## config.mk

```make
export PLATFORM = sky130hd
export DESIGN_NAME = pwm_quad
export DESIGN_NICKNAME = d
export VERILOG_FILES = /design/src/rtl/pwm_pkg.sv /design/src/rtl/pwm_prescaler.sv /design/src/rtl/pwm_dbuf.sv /design/src/rtl/pwm_channel.sv /design/src/rtl/pwm_quad.sv
export SDC_FILE = /design/constraint.sdc
export NUM_CORES = 1
export LEC_CHECK = 0
export BUFFER_PORTS_ARGS = -buffer_cell sky130_fd_sc_hd__buf_2
export CORE_MARGIN = 10
export CORE_UTILIZATION = 45
export CTS_BUF_LIST = sky130_fd_sc_hd__clkbuf_8 sky130_fd_sc_hd__clkbuf_16
export CTS_CLUSTER_DIAMETER = 60
export DETAILED_ROUTE_END_ITERATION = 8
export GPL_ROUTABILITY_DRIVEN = 0
export PLACE_DENSITY = 0.65
export SLEW_MARGIN = 5
export SYNTH_ARGS = -nofsm -noshare
export SYNTH_HDL_FRONTEND = slang
export SYNTH_SLANG_ARGS = --single-unit
export TNS_END_PERCENT = 100
```

## constraint.sdc

```tcl
create_clock -name clk_i -period 4.2 [get_ports clk_i]
set_input_delay 0.42 -clock clk_i [delete_from_list [all_inputs] [get_ports clk_i]]
set_output_delay 0.42 -clock clk_i [all_outputs]
set_load 0.02 [all_outputs]
```

## src/rtl/pwm_pkg.sv

```systemverilog
`timescale 1ns/1ps
package pwm_pkg;
  localparam int unsigned NCH      = 4;
  localparam int unsigned CNT_W    = 16;
  localparam int unsigned PRES_W   = 4;
  localparam int unsigned PRES_MAX = 10;
  localparam int unsigned DW       = 32;
  localparam int unsigned AW       = 12;
  localparam int unsigned POL_BIT  = 9;

  localparam logic [AW-1:0] A_ENA  = 12'h004;
  localparam logic [AW-1:0] A_DIS  = 12'h008;
  localparam logic [AW-1:0] A_STAT = 12'h00C;
  localparam logic [3:0]    CH_REGION = 4'h2;

  localparam logic [4:0] OFF_MODE = 5'h00;
  localparam logic [4:0] OFF_DUTY = 5'h04;
  localparam logic [4:0] OFF_DUPD = 5'h08;
  localparam logic [4:0] OFF_PRD  = 5'h0C;
  localparam logic [4:0] OFF_PUPD = 5'h10;
endpackage

```

## src/rtl/pwm_prescaler.sv

```systemverilog
`timescale 1ns/1ps
module pwm_prescaler #(
  parameter int unsigned PRES_MAX = 10
) (
  input  logic              clk_i,
  input  logic              rst_ni,
  output logic [PRES_MAX:0] ticks_o
);
  localparam logic [PRES_MAX-1:0] ONE = {{(PRES_MAX-1){1'b0}}, 1'b1};

  logic [PRES_MAX-1:0] div_q;

  always_ff @(posedge clk_i or negedge rst_ni) begin
    if (!rst_ni) div_q <= '0;
    else         div_q <= div_q + ONE;
  end

  // tick k fires once every 2^k cycles
  assign ticks_o[0] = 1'b1;
  for (genvar k = 1; k <= PRES_MAX; k++) begin : g_tick
    assign ticks_o[k] = &div_q[k-1:0];
  end
endmodule

```

## src/rtl/pwm_dbuf.sv

```systemverilog
`timescale 1ns/1ps
module pwm_dbuf #(
  parameter int unsigned W = 16
) (
  input  logic         clk_i,
  input  logic         rst_ni,
  input  logic         run_i,
  input  logic         wr_live_i,
  input  logic         wr_upd_i,
  input  logic         apply_i,
  input  logic [W-1:0] d_i,
  output logic [W-1:0] live_o,
  output logic [W-1:0] upd_o
);
  logic [W-1:0] live_q, upd_q;
  logic         pend_q;

  always_ff @(posedge clk_i or negedge rst_ni) begin
    if (!rst_ni) begin
      live_q <= '0;
      upd_q  <= '0;
      pend_q <= 1'b0;
    end else begin
      if (wr_upd_i) upd_q <= d_i;
      if (!run_i) begin
        pend_q <= 1'b0;
        if (wr_live_i || wr_upd_i) live_q <= d_i;
      end else begin
        if (apply_i && pend_q) live_q <= upd_q;
        if (wr_upd_i)          pend_q <= 1'b1;
        else if (apply_i)      pend_q <= 1'b0;
      end
    end
  end

  assign live_o = live_q;
  assign upd_o  = upd_q;
endmodule

```

## src/rtl/pwm_channel.sv

```systemverilog
`timescale 1ns/1ps
module pwm_channel #(
  parameter int unsigned CNT_W    = 16,
  parameter int unsigned PRES_W   = 4,
  parameter int unsigned PRES_MAX = 10
) (
  input  logic              clk_i,
  input  logic              rst_ni,
  input  logic              run_i,
  input  logic [PRES_MAX:0] ticks_i,
  input  logic              wr_i,
  input  logic [4:0]        off_i,
  input  logic [CNT_W-1:0]  wdata_i,
  output logic [PRES_W-1:0] pres_o,
  output logic              pol_o,
  output logic [CNT_W-1:0]  duty_o,
  output logic [CNT_W-1:0]  dupd_o,
  output logic [CNT_W-1:0]  prd_o,
  output logic [CNT_W-1:0]  pupd_o,
  output logic [CNT_W-1:0]  cnt_o,
  output logic              pwm_o
);
  import pwm_pkg::*;

  localparam int unsigned SEL_W = $clog2(PRES_MAX + 1);
  localparam logic [CNT_W:0] ONE_X = {{CNT_W{1'b0}}, 1'b1};
  localparam logic [CNT_W-1:0] ONE = {{(CNT_W-1){1'b0}}, 1'b1};

  logic [PRES_W-1:0] pres_q;
  logic              pol_q;
  logic [CNT_W-1:0]  cnt_q;
  logic [SEL_W-1:0]  sel;
  logic              tick, last, wrap;

  always_ff @(posedge clk_i or negedge rst_ni) begin
    if (!rst_ni) begin
      pres_q <= '0;
      pol_q  <= 1'b0;
    end else if (wr_i && off_i == OFF_MODE) begin
      pres_q <= wdata_i[PRES_W-1:0];
      pol_q  <= wdata_i[POL_BIT];
    end
  end

  // selects above the largest divider clamp to it
  always_comb begin
    if (pres_q > PRES_W'(PRES_MAX)) sel = SEL_W'(PRES_MAX);
    else                            sel = SEL_W'(pres_q);
  end
  assign tick = ticks_i[sel];

  // widened compare so a zero period wraps every tick
  assign last = ({1'b0, cnt_q} + ONE_X) >= {1'b0, prd_o};
  assign wrap = run_i && tick && last;

  always_ff @(posedge clk_i or negedge rst_ni) begin
    if (!rst_ni)     cnt_q <= '0;
    else if (!run_i) cnt_q <= '0;
    else if (tick)   cnt_q <= last ? '0 : cnt_q + ONE;
  end

  pwm_dbuf #(.W(CNT_W)) u_duty (
    .clk_i    (clk_i),
    .rst_ni   (rst_ni),
    .run_i    (run_i),
    .wr_live_i(wr_i && off_i == OFF_DUTY),
    .wr_upd_i (wr_i && off_i == OFF_DUPD),
    .apply_i  (wrap),
    .d_i      (wdata_i),
    .live_o   (duty_o),
    .upd_o    (dupd_o)
  );

  pwm_dbuf #(.W(CNT_W)) u_prd (
    .clk_i    (clk_i),
    .rst_ni   (rst_ni),
    .run_i    (run_i),
    .wr_live_i(wr_i && off_i == OFF_PRD),
    .wr_upd_i (wr_i && off_i == OFF_PUPD),
    .apply_i  (wrap),
    .d_i      (wdata_i),
    .live_o   (prd_o),
    .upd_o    (pupd_o)
  );

  assign pres_o = pres_q;
  assign pol_o  = pol_q;
  assign cnt_o  = cnt_q;
  assign pwm_o  = pol_q ^ (run_i && (cnt_q < duty_o));
endmodule

```

## src/rtl/pwm_quad.sv

```systemverilog
`timescale 1ns/1ps
module pwm_quad #(
  parameter int unsigned NCH      = 4,
  parameter int unsigned CNT_W    = 16,
  parameter int unsigned PRES_MAX = 10
) (
  input  logic                   clk_i,
  input  logic                   rst_ni,
  input  logic                   wr_en_i,
  input  logic                   rd_en_i,
  input  logic [pwm_pkg::AW-1:0] addr_i,
  input  logic [pwm_pkg::DW-1:0] wdata_i,
  output logic [pwm_pkg::DW-1:0] rdata_o,
  output logic [NCH-1:0]         pwm_o
);
  import pwm_pkg::*;

  logic [NCH-1:0]             run_q;
  logic [PRES_MAX:0]          ticks;
  logic                       in_ch;
  logic [2:0]                 idx;
  logic [4:0]                 off;
  logic [NCH-1:0]             hit_w, pol_w;
  logic [NCH-1:0][PRES_W-1:0] pres_w;
  logic [NCH-1:0][CNT_W-1:0]  duty_w, dupd_w, prd_w, pupd_w, cnt_w;
  logic                       unused_w;

  assign unused_w = ^wdata_i[DW-1:CNT_W];

  always_ff @(posedge clk_i or negedge rst_ni) begin
    if (!rst_ni)                           run_q <= '0;
    else if (wr_en_i && addr_i == A_ENA)   run_q <= run_q | wdata_i[NCH-1:0];
    else if (wr_en_i && addr_i == A_DIS)   run_q <= run_q & ~wdata_i[NCH-1:0];
  end

  pwm_prescaler #(.PRES_MAX(PRES_MAX)) u_pres (
    .clk_i  (clk_i),
    .rst_ni (rst_ni),
    .ticks_o(ticks)
  );

  assign in_ch = (addr_i[AW-1:8] == CH_REGION);
  assign idx   = addr_i[7:5];
  assign off   = addr_i[4:0];

  for (genvar c = 0; c < NCH; c++) begin : g_ch
    assign hit_w[c] = in_ch && (idx == 3'(c));

    pwm_channel #(.CNT_W(CNT_W), .PRES_W(PRES_W), .PRES_MAX(PRES_MAX)) u_ch (
      .clk_i  (clk_i),
      .rst_ni (rst_ni),
      .run_i  (run_q[c]),
      .ticks_i(ticks),
      .wr_i   (wr_en_i && hit_w[c]),
      .off_i  (off),
      .wdata_i(wdata_i[CNT_W-1:0]),
      .pres_o (pres_w[c]),
      .pol_o  (pol_w[c]),
      .duty_o (duty_w[c]),
      .dupd_o (dupd_w[c]),
      .prd_o  (prd_w[c]),
      .pupd_o (pupd_w[c]),
      .cnt_o  (cnt_w[c]),
      .pwm_o  (pwm_o[c])
    );
  end

  always_comb begin
    rdata_o = '0;
    if (rd_en_i) begin
      if (addr_i == A_STAT) rdata_o[NCH-1:0] = run_q;
      for (int c = 0; c < NCH; c++) begin
        if (hit_w[c]) begin
          case (off)
            OFF_MODE: begin
              rdata_o[PRES_W-1:0] = pres_w[c];
              rdata_o[POL_BIT]    = pol_w[c];
            end
            OFF_DUTY: rdata_o[CNT_W-1:0] = duty_w[c];
            OFF_DUPD: rdata_o[CNT_W-1:0] = dupd_w[c];
            OFF_PRD:  rdata_o[CNT_W-1:0] = prd_w[c];
            OFF_PUPD: rdata_o[CNT_W-1:0] = pupd_w[c];
            default:  ;
          endcase
        end
      end
    end
  end
endmodule

```

# [Word level (Yosys, flattened, before mapping)]
# Cells that the tools add are included.
[totals] inputBits=48 ff_bits=362 out_inout_bits=36 elab_cells=280
[op_classes] eq_ne=31 bitwise_logic=7 n_lt_le_gt_ge=16 n_reduce_logical=86 n_mux=93 n_addsub=9
[ops] cell="$mux 16" n=41
[ops] cell="$pmux 6 s4" n=4
[ops] cell="$pmux 4 s5" n=4
[ops] cell="$pmux 5 s4" n=4
[ops] cell="$add 16x1->17 const B" n=4
[ops] cell="$ge 17x16->1" n=4
[ops] cell="$add 16x1->16 const B" n=4
[ops] cell="$lt 16x16->1" n=4
[ops] cell="$logic_and 1x1->1" n=50
[ops] cell="$mux 4" n=8
[ops] cell="$eq 12x4->1 const B" n=2
[ops] cell="$mux 1" n=24
[ops] cell="$ne 2x1->1 const B" n=12
[ops] cell="$ne 3x1->1 const B" n=8
[ops] cell="$lt 4x5->1 const B" n=4
[ops] cell="$pmux 1 s5" n=4
[ops] cell="$reduce_and 2->1" n=9
[ops] cell="$reduce_bool 2->1" n=9
[ops] cell="$bmux 1 s4" n=4
[ops] cell="$gt 4x4->1 const B" n=4
[ops] cell="$eq 12x3->1 const B" n=1
[ops] cell="$add 10x1->10 const B" n=1
[ops] cell="$eq 5x4->1 const B" n=2
[ops] cell="$reduce_and 10->1" n=1
[ops] cell="other kinds (19)" n=30

# [Logic depth before layout (Yosys ltp)]
# Gate-level depths: netlist of the first run.
[logic_depth] word_depth=12 mapped_depth=15 mapped_depth_nobuf=13

# [Cells and area by module]
# Synthesis of the first run repeated with hierarchy kept, for this count alone.
[unflattened] cells_unflattened=2355 hier_area_um2=24852.6
[by_module_without_submodules] module="pwm_dbuf" cells_each=107 seq_area_each_um2=825.8 n_inst=8 area_each_um2=1580.3
[by_module_without_submodules] module="pwm_channel" cells_each=270 seq_area_each_um2=525.5 n_inst=4 area_each_um2=2280.9
[by_module_without_submodules] module="pwm_quad" cells_each=383 seq_area_each_um2=100.1 n_inst=1 area_each_um2=2606.2
[by_module_without_submodules] module="pwm_prescaler" cells_each=36 seq_area_each_um2=250.2 n_inst=1 area_each_um2=480.5

# [Worst setup path before layout of the first run]
# Ideal clock, no wire load.
[synth_path] kind="register -> register" startpoint="register g_ch[1].u_ch.cnt_q[0]" endpoint="register g_ch[1].u_ch.u_duty.live_q[11]" setup_time_ps=125 period_less_slack_ps=3755 path_stages_with_launch=15 t_required_ps=4075 setup_slack_ps=445 path_buffers=1 t_arrival_ps=3631 path_cell_list="dfrtp_1 > ha_1 > nand4_1 > or3_1 > inv_1 > and3_1 > xor2_1 > ha_1 > nand4_1 > or4b_1 > o221ai_1 > a211oi_2 > o31ai_4 > buf_4 > mux2_2"
[synth_via] elab_chain_len=6
[synth_rtl] item="start, declared" line_no="pwm_channel.sv:31" text="logic [CNT_W-1:0] cnt_q;"
[synth_rtl] item="start signal, assigned" line_no="pwm_channel.sv:59" text="else if (tick) cnt_q <= last ? '0 : cnt_q + ONE;"
[synth_rtl] item="$add 16x1->17" line_no="pwm_channel.sv:53" text="assign last = ({1'b0, cnt_q} + ONE_X) >= {1'b0, prd_o};"
[synth_rtl] item="$ge 17x16->1" line_no="pwm_channel.sv:53"
[synth_rtl] item="$logic_and 1x1->1" line_no="pwm_channel.sv:54" text="assign wrap = run_i && tick && last;"
[synth_rtl] item="$logic_and 1x1->1" line_no="pwm_dbuf.sv:29" text="if (apply_i && pend_q) live_q <= upd_q;"
[synth_rtl] item="$ne 2x1->1 (no line)"
[synth_rtl] item="$reduce_and 2->1 (no line)"
[synth_rtl] item="end signal, assigned" line_no="pwm_dbuf.sv:27" text="if (wr_live_i || wr_upd_i) live_q <= d_i;"
[synth_rtl] item="end signal, assigned" line_no="pwm_dbuf.sv:29"
[synth_rtl] item="end, declared" line_no="pwm_dbuf.sv:15" text="logic [W-1:0] live_q, upd_q;"
# No other way between the ends.
# A chain may end at the register's enable or synchronous reset.

# [Worst setup path in the final report of the first run]
[layout_path] startpoint="register g_ch[0].u_ch.cnt_q[2]" endpoint="register g_ch[0].u_ch.u_duty.live_q[9]"
[layout_via] elab_chain_len=6
[layout_rtl] item="start, declared" line_no="pwm_channel.sv:31"
[layout_rtl] item="start signal, assigned" line_no="pwm_channel.sv:59"
[layout_rtl] item="$add 16x1->17" line_no="pwm_channel.sv:53"
[layout_rtl] item="$ge 17x16->1" line_no="pwm_channel.sv:53"
[layout_rtl] item="$logic_and 1x1->1" line_no="pwm_channel.sv:54"
[layout_rtl] item="$logic_and 1x1->1" line_no="pwm_dbuf.sv:29"
[layout_rtl] item="$ne 2x1->1 (no line)"
[layout_rtl] item="$reduce_and 2->1 (no line)"
[layout_rtl] item="end signal, assigned" line_no="pwm_dbuf.sv:27"
[layout_rtl] item="end signal, assigned" line_no="pwm_dbuf.sv:29"
[layout_rtl] item="end, declared" line_no="pwm_dbuf.sv:15"
# No other way between the ends.

==> results of run 1 <==
-- final timing paths --
path                                                start                        endpoint  slack (ns)  depth (start not counted)
setup / recovery                    g_ch[0].u_ch.cnt_o[2]   g_ch[0].u_ch.u_duty.live_o[9]        0.18                         12
hold / removal                                 wdata_i[3]                            flop        0.36                          2
setup reg to reg                    g_ch[0].u_ch.cnt_o[2]   g_ch[0].u_ch.u_duty.live_o[9]        0.18                         12
hold reg to reg            g_ch[3].u_ch.u_duty.live_o[12]  g_ch[3].u_ch.u_duty.live_o[12]        0.49                          1
max in group asynchronous                          rst_ni           g_ch[0].u_ch.cnt_o[5]        2.75                          3
min in group asynchronous                          rst_ni           g_ch[2].u_ch.cnt_o[7]        0.42                          2
-- power breakdown --
part	internal, mW	switching (mW)
logic	0.349	0.538
registers	3.58	0.158
clock network	2.24	1.53
-- kinds of logic (layout without fill, tap and decap cells) --
| group | count (synthesis) | count (layout) |
|---|---|---|
| AO/OA/AOI/OAI | 457 | 457 |
| other | 1 | 19 |
| multiplexers | 307 | 307 |
| buffers and inverters | 301 | 340 |
| flip-flops | 362 | 362 |
| AND/OR/NAND/NOR | 675 | 675 |
| XOR/XNOR | 62 | 62 |
| adder cells (fa/ha/maj) | 132 | 132 |
-- per-layer routing --
metal  share of wire (%)  vias to the layer above  global-route usage (%)
met4                 3.6                        2                    8.35
met1                  43                     9194                    28.8
li1                    -                     8301                       -
met3                 6.7                      142                    4.33
met5               0.010                        -                       0
met2                  47                      617                    36.7
-- final cells by class --
class                      count  area [um2]
sequential                   362        9060
clock inverter                24         191
clock buffer                  52        1220
inverter                     145         544
multi-input combinational   1649       12500
tap                          672         841
antenna                        3        7.51
timing repair buffer         119         916
fill                        4603       24800
-- cells in the final DEF, fill, tap and decap left out, types with 47 or more instances in the layout --
master,count
inv_1,156
mux2_2,243
a21oi_1,73
ha_1,132
buf_2,50
buf_4,56
a31oi_1,48
a22oi_1,77
dfrtp_1,362
nand3_1,65
nand2_1,377
nor2_1,47
-- flip-flops by register name, summed over array words and instances, names as in the netlist, named ones only --
name	flops
g_ch.u_ch.u_duty.pend_q	4
g_ch.u_ch.pres_o	16
u_pres.div_q	10
g_ch.u_ch.cnt_o	64
g_ch.u_ch.u_prd.pend_q	4
g_ch.u_ch.u_prd.upd_o	64
g_ch.u_ch.u_duty.live_o	64
g_ch.u_ch.u_duty.upd_o	64
g_ch.u_ch.pol_o	4
g_ch.u_ch.u_prd.live_o	64
-- worst reg2reg max path, stage by stage, from the launching register on --
cell	delay (ns)
dfrtp_1	0.47
and3_1	0.21
and3_1	0.29
and3_1	0.34
nand3_1	0.14
xnor2_1	0.24
ha_1	0.28
nor2b_1	0.13
a311oi_1	0.50
nand3_2	0.34
a31oi_4	0.41
buf_12	0.20
mux2_2	0.36
-- timing repair --
action,4_1_cts,5_1_grt
endpoints found under the hold margin,77,0
resized for setup,0,2
setup endpoints to repair,0,38
buffers inserted,0,0
hold buffers,1,0
==> out/metrics.yaml, run 1 <==
run_status:
  status: "complete, no violations"
grt:
  grt_usage_pct: 22.4
  grt_overflow: 0
  grt_pass1_vias: 18000
  grt_antenna_before_repair: 4
  grt_pass1_wl_um: 106000
  grt_start_max_net_pins: 86
yosys:
  syn_area_mm2: 0.0228
  yosysTopAreaCell: "dfrtp_1"
  synth.area.mux_share_pct: 15.7
  yosysTopAreaCellShare_pct: 39.8
  yosysMostFrequentCell: "nand2_1"
  synth_edf_count: 0
  synth_compound_area_share_pct: 15.1
  yosysUniqueCellTypes: 83
  seq_area_frac_synth_pct: 39.8
  ys_ff_latch: 362
  synthArstFlopShare_pct: 100
  netlist_instances: 2297
  synth_xor_xnor_area_share_pct: 2.38
  synth_top_family_by_area: "multiplexers"
  synth_warnings: 0
  ys_top_cells_by_count: "377 x nand2_1, 362 x dfrtp_1, 243 x mux2_2"
  ys.flop_type: "dfrtp_1"
  syn_area_per_cell_um2: 9.92
  synth_area_leaders: "dfrtp_1 40%, mux2_2 12%, ha_1 7.2%"
  yosys.area_share.simple_pct: 14.1
  yosys.area_share.adder_pct: 7.25
drt:
  drc: 0
  via_per_inst: 6.03
  vias: 18300
  drt-pass1-iter-count: 5
  post_drt_wl_per_cell_um: 22.7
  postRouteWirelength_um: 68600
  drtIter0Drc: 1555
  ant_nets: 0
clocking:
  tritoncts: "yes"
  clock-sinks: 362
  cts_made_buffers: 43
  htreeDepth: 2
  clockBufferDepth: 3
  clkSlewWorstSetupHoldPaths_ns: 0.06
  clock_latency_ns: 0.58
  cts-root-buf: "clkbuf_16"
place:
  hpwlAfterDp_um: 48700
  place_area_mm2: 0.0238
  dp.cells: 2946
  place_ws_ns: 0.218
  numPortBuffers: 51
setup_path:
  cpMostUsedCell: "and3_1"
  path_cells: "and3_1 > and3_1 > and3_1 > nand3_1 > xnor2_1 > ha_1 > nor2b_1 > a311oi_1 > nand3_2 > a31oi_4 > buf_12 > mux2_2"
  crit_path_top_delay_cell: "a311oi_1"
  cpLargestDelayFamily: "simple AND/OR/NAND/NOR gates"
  cp_data_required_time_ns: 4.66
  critPathArrivalTime_ns: 4.48
  max_stage_delay_ns: 0.50
  crit_fanout: 12
  critPathLaunchType: "flop"
  crit_type: "reg -> reg"
  crit_path_end_kind: "flop"
  path_buf_inv: 1
cells_and_area:
  drive_gt1_share_pct: 20.9
  nets: 2500
  stdcell_area_mm2: 0.0253
  finalNonFillerCells: 3026
  utilization_pct: 50.5
  areaGrowthSynthToFinish_pct: 11.0
sta:
  finalHoldViolCount: 0
  setup_ws_ns: 0.182
  skew_ns: 0.0172
  timing.final.crit_share_pct: 95.7
  min_period_ns: 4.02
  relSlewSlack_pct: 24.5
  worst_slew_pin_slew_ns: 1.13
  clock.fmax_mhz: 249
  drv_slew: 0
  rsz0062_at_grt: "no"
  setup_viol: 0
  hold_ws_ns: 0.362
  fin_setup_tns_ns: 0
power:
  p_total_mw: 8.39
  peakVddDrop_mv: 0.248
  power_leakage_nw: 12.5
  p_per_area_mw_per_mm2: 332
job:
  max_cap_viol_count: 0
die:
  num_io_pins: 84
  die_y_um: 245
  initial_core_util_pct: 45.5
  core_area_mm2: 0.0501
  die-width_um: 245
  rows: 82
  die-area_mm2: 0.0600
hold_path:
  hold_class: "in -> reg"
Note: power is estimated with default switching activity, not from simulation.
==> run 2, diff against run 1 <==
--- a/config.mk
+++ b/config.mk
@@ -6,13 +6,12 @@
 export NUM_CORES = 1
 export LEC_CHECK = 0
 export BUFFER_PORTS_ARGS = -buffer_cell sky130_fd_sc_hd__buf_2
-export CORE_MARGIN = 10
+export CORE_MARGIN = 4
 export CORE_UTILIZATION = 45
 export CTS_BUF_LIST = sky130_fd_sc_hd__clkbuf_8 sky130_fd_sc_hd__clkbuf_16
 export CTS_CLUSTER_DIAMETER = 60
 export DETAILED_ROUTE_END_ITERATION = 8
 export GPL_ROUTABILITY_DRIVEN = 0
-export PLACE_DENSITY = 0.65
 export SLEW_MARGIN = 5
 export SYNTH_ARGS = -nofsm -noshare
 export SYNTH_HDL_FRONTEND = slang
==> run 2 against run 1 <==
  * Critical path depth rose by 3
  * Maximum frequency up 0.66%
  * Via count rose by 0.72%
  * Die area down 9.6%
  * Final cell count increased by 0.46%
  * Clock skew increased by 0.0034 ns
  * Largest power group unchanged
  * Highest routed layer unchanged
==> out/metrics.yaml, run 2 (synthesis gave the netlist of run 1 again) <==
run_status:
  status: "complete, no violations"
clocking:
  cts_made_buffers: 46  # +7.0%
  tritoncts: "yes"
  clock-sinks: 362  # unchanged
  clock_latency_ns: 0.60  # +0.02 ns
  htreeDepth: 2  # unchanged
  clkSlewWorstSetupHoldPaths_ns: 0.06  # about the same
  cts-root-buf: "clkbuf_16"
  clockBufferDepth: 3  # unchanged
setup_path:
  path_cells: "ha_1 > nand4_1 > or3_1 > inv_1 > and3_1 > xor2_1 > ha_1 > nand4_1 > or4b_1 > o221ai_1 > a211oi_2 > buf_4 > o31ai_4 > buf_4 > mux2_1"
  max_stage_delay_ns: 0.51  # about the same
  crit_type: "reg -> reg"
  critPathLaunchType: "flop"
  crit_path_end_kind: "flop"
  cp_data_required_time_ns: 4.66  # about the same
  crit_path_top_delay_cell: "or4b_1"
  crit_fanout: 8  # -4
  path_buf_inv: 3  # +2
  critPathArrivalTime_ns: 4.45  # -0.03 ns
  cpLargestDelayFamily: "simple AND/OR/NAND/NOR gates"
die:
  die-width_um: 233  # -4.9%
  die_y_um: 233  # -4.9%
  die-area_mm2: 0.0543  # -9.6%
  rows: 82  # unchanged
  num_io_pins: 84  # unchanged
  core_area_mm2: 0.0501  # unchanged
  initial_core_util_pct: 45.5  # unchanged
grt:
  grt_pass1_wl_um: 108000  # +1.8%
  grt_start_max_net_pins: 113  # +31%
  grt_overflow: 0  # unchanged
  grt_pass1_vias: 18100  # +0.49%
  grt_usage_pct: 25.6  # +3.2 points
  grt_antenna_before_repair: 4  # unchanged
sta:
  finalHoldViolCount: 0  # unchanged
  rsz0062_at_grt: "no"
  hold_ws_ns: 0.345  # -0.0167 ns
  min_period_ns: 3.99  # -0.0262 ns
  drv_slew: 0  # unchanged
  clock.fmax_mhz: 251  # +0.66%
  setup_viol: 0  # unchanged
  skew_ns: 0.0206  # +0.00340 ns
  fin_setup_tns_ns: 0  # unchanged
  relSlewSlack_pct: 19.9  # -4.6 points
  timing.final.crit_share_pct: 95.0  # -0.62 points
  worst_slew_pin_slew_ns: 1.20  # +0.0683 ns
power:
  power_leakage_nw: 12.6  # +0.62%
  p_per_area_mw_per_mm2: 335  # +0.95%
  p_switching_mw: 2.32  # +4.1%
  peakVddDrop_mv: 0.280  # +13%
  clkPwrFrac_pct: 45.7  # +0.8 points
  switching_share_pct: 27.3  # +0.70 points
  intPower_mw: 6.19  # +0.47%
  p_total_mw: 8.51  # +1.4%
  p_seq_share_pct: 43.8  # -0.7 points
  pwr-share-comb_pct: 10.5  # about the same
cells_and_area:
  seq_area_mm2: 0.00906  # unchanged
  areaGrowthSynthToFinish_pct: 11.5
  fillers: 4651  # +1.0%
  layout_commonest_cell: "nand2_1"
  layout_common_cells: "377 x nand2_1, 362 x dfrtp_1, 243 x mux2_2"
  utilization_pct: 50.8  # +0.24 points
  drive_gt1_share_pct: 21.5  # +0.59 points
  multi_input_area_mm2: 0.0125  # unchanged
  nets: 2512  # +0.48%
  finalNonFillerCells: 3040  # +0.46%
drt:
  post_drt_wl_per_cell_um: 22.9  # +1.1%
  drtIter0Drc: 1679  # +8.0%
  drc: 0  # unchanged
  postRouteWirelength_um: 69600  # +1.6%
  ant_nets: 0  # unchanged
  vias: 18400  # +0.72%
  via_per_inst: 6.05  # +0.25%
  drt-pass1-iter-count: 6  # +1
job:
  max_cap_viol_count: 0  # unchanged
hold_path:
  hold_class: "in -> reg"
place:
  dp.cells: 2955  # +0.31%
  numPortBuffers: 51  # unchanged
  hpwlAfterDp_um: 48700  # about the same
run 2: cell types whose count changed in the layout (fill, tap and decap cells not counted), sizes merged:
cell / previous run / this run
buf: 118 / 127
clkinv: 7 / 11
bufinv: 3 / 1
clkinvlp: 2 / 1
inv: 157 / 158
diode: 3 / 2
clkbuf: 52 / 56
run 2: power groups by stage:
stage	logic [mW]	registers [mW]	clock network [mW]
after floorplan	0.619	3.72	0
after global placement	0.848	3.78	0
after detailed placement	0.885	3.79	0
after CTS	0.891	3.73	3.96
after global routing	1.00	3.75	4.10
final	0.892	3.73	3.89
run 2: final cells by class:
| cell class | count | share of cell area, % |
|---|---|---|
| Multi-Input combinational cell | 1649 | 49.2 |
| Sequential cell | 362 | 35.6 |
| Clock buffer | 56 | 5.12 |
| Timing Repair Buffer | 128 | 3.82 |
| Tap cell | 672 | 3.31 |
| Inverter | 145 | 2.14 |
| Clock inverter | 26 | 0.724 |
| Antenna cell | 2 | 0.0197 |
run 2: path summary, 6_finish.rpt:
kind	start	end	slack [ns]	depth (start not counted)
setup / recovery	g_ch[1].u_ch.cnt_o[1]	g_ch[1].u_ch.u_prd.live_o[7]	0.21	15
hold / removal	wdata_i[2]	flop	0.34	3
setup reg to reg	g_ch[1].u_ch.cnt_o[1]	g_ch[1].u_ch.u_prd.live_o[7]	0.21	15
hold reg to reg	u_pres.div_q[9]	u_pres.div_q[9]	0.46	1
max in group asynchronous	rst_ni	g_ch[3].u_ch.u_prd.upd_o[2]	2.63	3
min in group asynchronous	rst_ni	g_ch[2].u_ch.cnt_o[14]	0.47	2
run 2: repair_timing:
action,CTS,global route
hold buffers,1,0
setup endpoints to repair,0,63
buffers inserted,0,0
gates resized for setup,0,3
hold endpoints to repair,95,0
run 2: metal layers:
layer	track usage, %	part of all wire (%)
met1	34.6	43
met4	8.26	3.4
met3	4.76	7.4
met2	41.5	46
met5	0	0.019
run 2: tightest hold or removal path, cell delays in order:
cell	delay, ns
buf_2	0.25
nand2_1	0.12
a22o_1	0.11
run 2: metrics by stage:
step / cell area [um2] / setup WS [ns]
2_1_floorplan: 22800 / 0.445
3_3_place_gp: 23900 / 0.269
6_report: 25400 / 0.209
3_5_place_dp: 23900 / 0.205
5_1_grt: 25400 / 0.000831
4_1_cts: 25400 / 0.184
==> run 3, diff against run 2 <==
--- a/config.mk
+++ b/config.mk
@@ -6,7 +6,7 @@
 export NUM_CORES = 1
 export LEC_CHECK = 0
 export BUFFER_PORTS_ARGS = -buffer_cell sky130_fd_sc_hd__buf_2
-export CORE_MARGIN = 4
+export CORE_MARGIN = 1
 export CORE_UTILIZATION = 45
 export CTS_BUF_LIST = sky130_fd_sc_hd__clkbuf_8 sky130_fd_sc_hd__clkbuf_16
 export CTS_CLUSTER_DIAMETER = 60
==> run 3 against run 2 <==
  * Sequential share of layout area is 0.070 points lower
  * Largest cell class unchanged
  * Clock power hardly changed
  * Core utilization grew 0.10 points
  * Largest power group unchanged
==> out/metrics.yaml, run 3 (synthesis gave the netlist of run 1 again) <==
grt:
  grt_start_max_net_pins: 101  # -11%
  grt_pass1_vias: 18100  # -0.15%
  grt_overflow: 0  # unchanged
  grt_antenna_before_repair: 2  # -2
  grt_pass1_wl_um: 107000  # -0.51%
  grt_usage_pct: 27.5  # +1.9 points
clocking:
  tritoncts: "yes"
  clockBufferDepth: 3  # unchanged
  clock-sinks: 362  # unchanged
  clkSlewWorstSetupHoldPaths_ns: 0.06  # about the same
  htreeDepth: 2  # unchanged
  cts-root-buf: "clkbuf_16"
  clock_latency_ns: 0.60  # about the same
  cts_made_buffers: 44  # -4.3%
die:
  num_io_pins: 84  # unchanged
  core_area_mm2: 0.0501  # unchanged
  die_y_um: 227  # -2.6%
  initial_core_util_pct: 45.5  # unchanged
  rows: 82  # unchanged
  die-width_um: 227  # -2.6%
  die-area_mm2: 0.0515  # -5.1%
power:
  p_switching_mw: 2.31  # -0.51%
  intPower_mw: 6.20  # +0.20%
  power_leakage_nw: 12.6  # +0.13%
  p_total_mw: 8.51  # about the same
  p_per_area_mw_per_mm2: 334  # -0.19%
  pwr-share-comb_pct: 10.4  # about the same
  p_seq_share_pct: 43.8  # about the same
  peakVddDrop_mv: 0.285  # +1.6%
  clkPwrFrac_pct: 45.8  # about the same
  switching_share_pct: 27.1  # -0.14 points
sta:
  setup_viol: 0  # unchanged
  drv_slew: 0  # unchanged
  setup_ws_ns: 0.240  # +0.0312 ns
  clock.fmax_mhz: 253  # +0.79%
  finalHoldViolCount: 0  # unchanged
  fin_setup_tns_ns: 0  # unchanged
  skew_ns: 0.0197  # -0.000925 ns
  hold_ws_ns: 0.357  # +0.0125 ns
  worst_slew_pin_slew_ns: 1.18  # -0.0227 ns
  relSlewSlack_pct: 21.4  # +1.5 points
  rsz0062_at_grt: "no"
  min_period_ns: 3.96  # -0.0312 ns
  timing.final.crit_share_pct: 94.3  # -0.74 points
drt:
  drtIter0Drc: 1606  # -4.3%
  ant_nets: 0  # unchanged
  post_drt_wl_per_cell_um: 22.9  # -0.17%
  drc: 0  # unchanged
  drt-pass1-iter-count: 8  # +2
  postRouteWirelength_um: 69600  # about the same
  via_per_inst: 5.95  # -1.7%
  vias: 18100  # -1.6%
setup_path:
  r2r_start: "g_ch[3].u_ch.cnt_o[0]"
  startpoint: "g_ch[3].u_ch.cnt_o[0]"
  critPathArrivalTime_ns: 4.44  # about the same
  crit_path_top_delay_cell: "dfrtp_1"
  path_cells: "ha_1 > and4_2 > nand3_1 > nor2_1 > nand3_1 > xnor2_1 > ha_1 > and4_1 > nand4_1 > nor4_1 > a211oi_2 > buf_4 > o32ai_4 > buf_4 > mux2_2"
  crit_path_end_kind: "flop"
  path_buf_inv: 2  # -1
  crit_fanout: 10  # +2
  critPathLaunchType: "flop"
  cp_data_required_time_ns: 4.68  # +0.02 ns
  max_stage_delay_ns: 0.46  # -0.05 ns
  cpLargestDelayFamily: "simple AND/OR/NAND/NOR gates"
  crit_type: "reg -> reg"
hold_path:
  worstHoldStart: "wdata_i[2]"
  hold_class: "in -> reg"
cells_and_area:
  areaGrowthSynthToFinish_pct: 11.8
  layout_commonest_cell: "nand2_1"
  diodes: 0  # -2
  drive_gt1_share_pct: 22.0  # +0.45 points
  nets: 2519  # +0.28%
  layout_common_cells: "377 x nand2_1, 362 x dfrtp_1, 243 x mux2_2"
place:
  place_ws_ns: 0.251  # +0.0467 ns
  numPortBuffers: 51  # unchanged
  hpwlAfterDp_um: 48800  # +0.25%
run_status:
  status: "complete, no violations"
job:
  max_cap_viol_count: 0  # unchanged
## run 3: changes by cell type in the layout (fill, tap and decap cells not counted), moves of 2 or more
cell	delta
inv_1	-7
clkbuf_8	+4
clkinvlp_4	+2
buf_4	+9
clkbuf_16	-3
diode_2	-2
clkinv_2	+4
clkinv_4	-5
## run 3: repair_timing
action | in CTS | in global routing
gates resized for setup | 0 | 2
hold buffers | 1 | 0
buffers inserted | 0 | 2
endpoints found under the setup margin | 0 | 36
endpoints found under the hold margin | 94 | 0
## run 3: power groups by stage
stage / Combinational [mW] / Sequential [mW] / Clock [mW]
global placement: 0.848 / 3.78 / 0
global route: 1.01 / 3.74 / 4.11
finish: 0.888 / 3.73 / 3.90
detailed placement: 0.880 / 3.78 / 0
floorplan: 0.619 / 3.72 / 0
CTS: 0.886 / 3.72 / 3.98
## run 3: path summary, 6_finish.rpt
kind / endpoint / slack, ns / cells past startpoint
min: flop / 0.36 / 3
max reg2reg: g_ch[3].u_ch.u_prd.live_o[9] / 0.24 / 15
min reg2reg: u_pres.div_q[9] / 0.47 / 1
max in group asynchronous: g_ch[1].u_ch.u_prd.upd_o[11] / 2.69 / 3
max: g_ch[3].u_ch.u_prd.live_o[9] / 0.24 / 15
min in group asynchronous: g_ch[2].u_ch.cnt_o[10] / 0.39 / 2
## run 3: worst register-to-register path: cells and delay by family, from the launching register on
| family | cells | cell delay (ns) |
|---|---|---|
| buf+inv | 2 | 0.44 |
| mux | 1 | 0.36 |
| xor+xnor | 1 | 0.17 |
| simple gates | 7 | 1.44 |
| fa+ha+maj | 2 | 0.60 |
| flops | 1 | 0.46 |
| compound gates | 2 | 0.38 |
## run 3: layer usage
| metal | global-route usage (%) | vias up | part of all wire, % |
|---|---|---|---|
| met5 | 0 | - | 0.024 |
| met4 | 9.16 | 2 | 3.3 |
| met2 | 44.9 | 568 | 47 |
| li1 | - | 8331 | - |
| met1 | 36.1 | 9059 | 43 |
| met3 | 6.03 | 139 | 6.7 |
## run 3: final cells by class
class	count	area (um2)
sequential	362	9060
tap	672	841
multi-input combinational	1649	12500
clock buffer	57	1280
inverter	145	544
clock inverter	22	195
fill	4618	24600
timing repair buffer	137	1040
## run 3: stage by stage
step / cells / utilization [%] / cell area (um2)
after floorplan: 2312 / - / 22800
after global placement: 2962 / 47.8 / 23900
after detailed placement: 2962 / 47.8 / 23900
after CTS: 3042 / 50.8 / 25400
after global routing: 3044 / 50.9 / 25500
final: 3044 / 50.9 / 25500
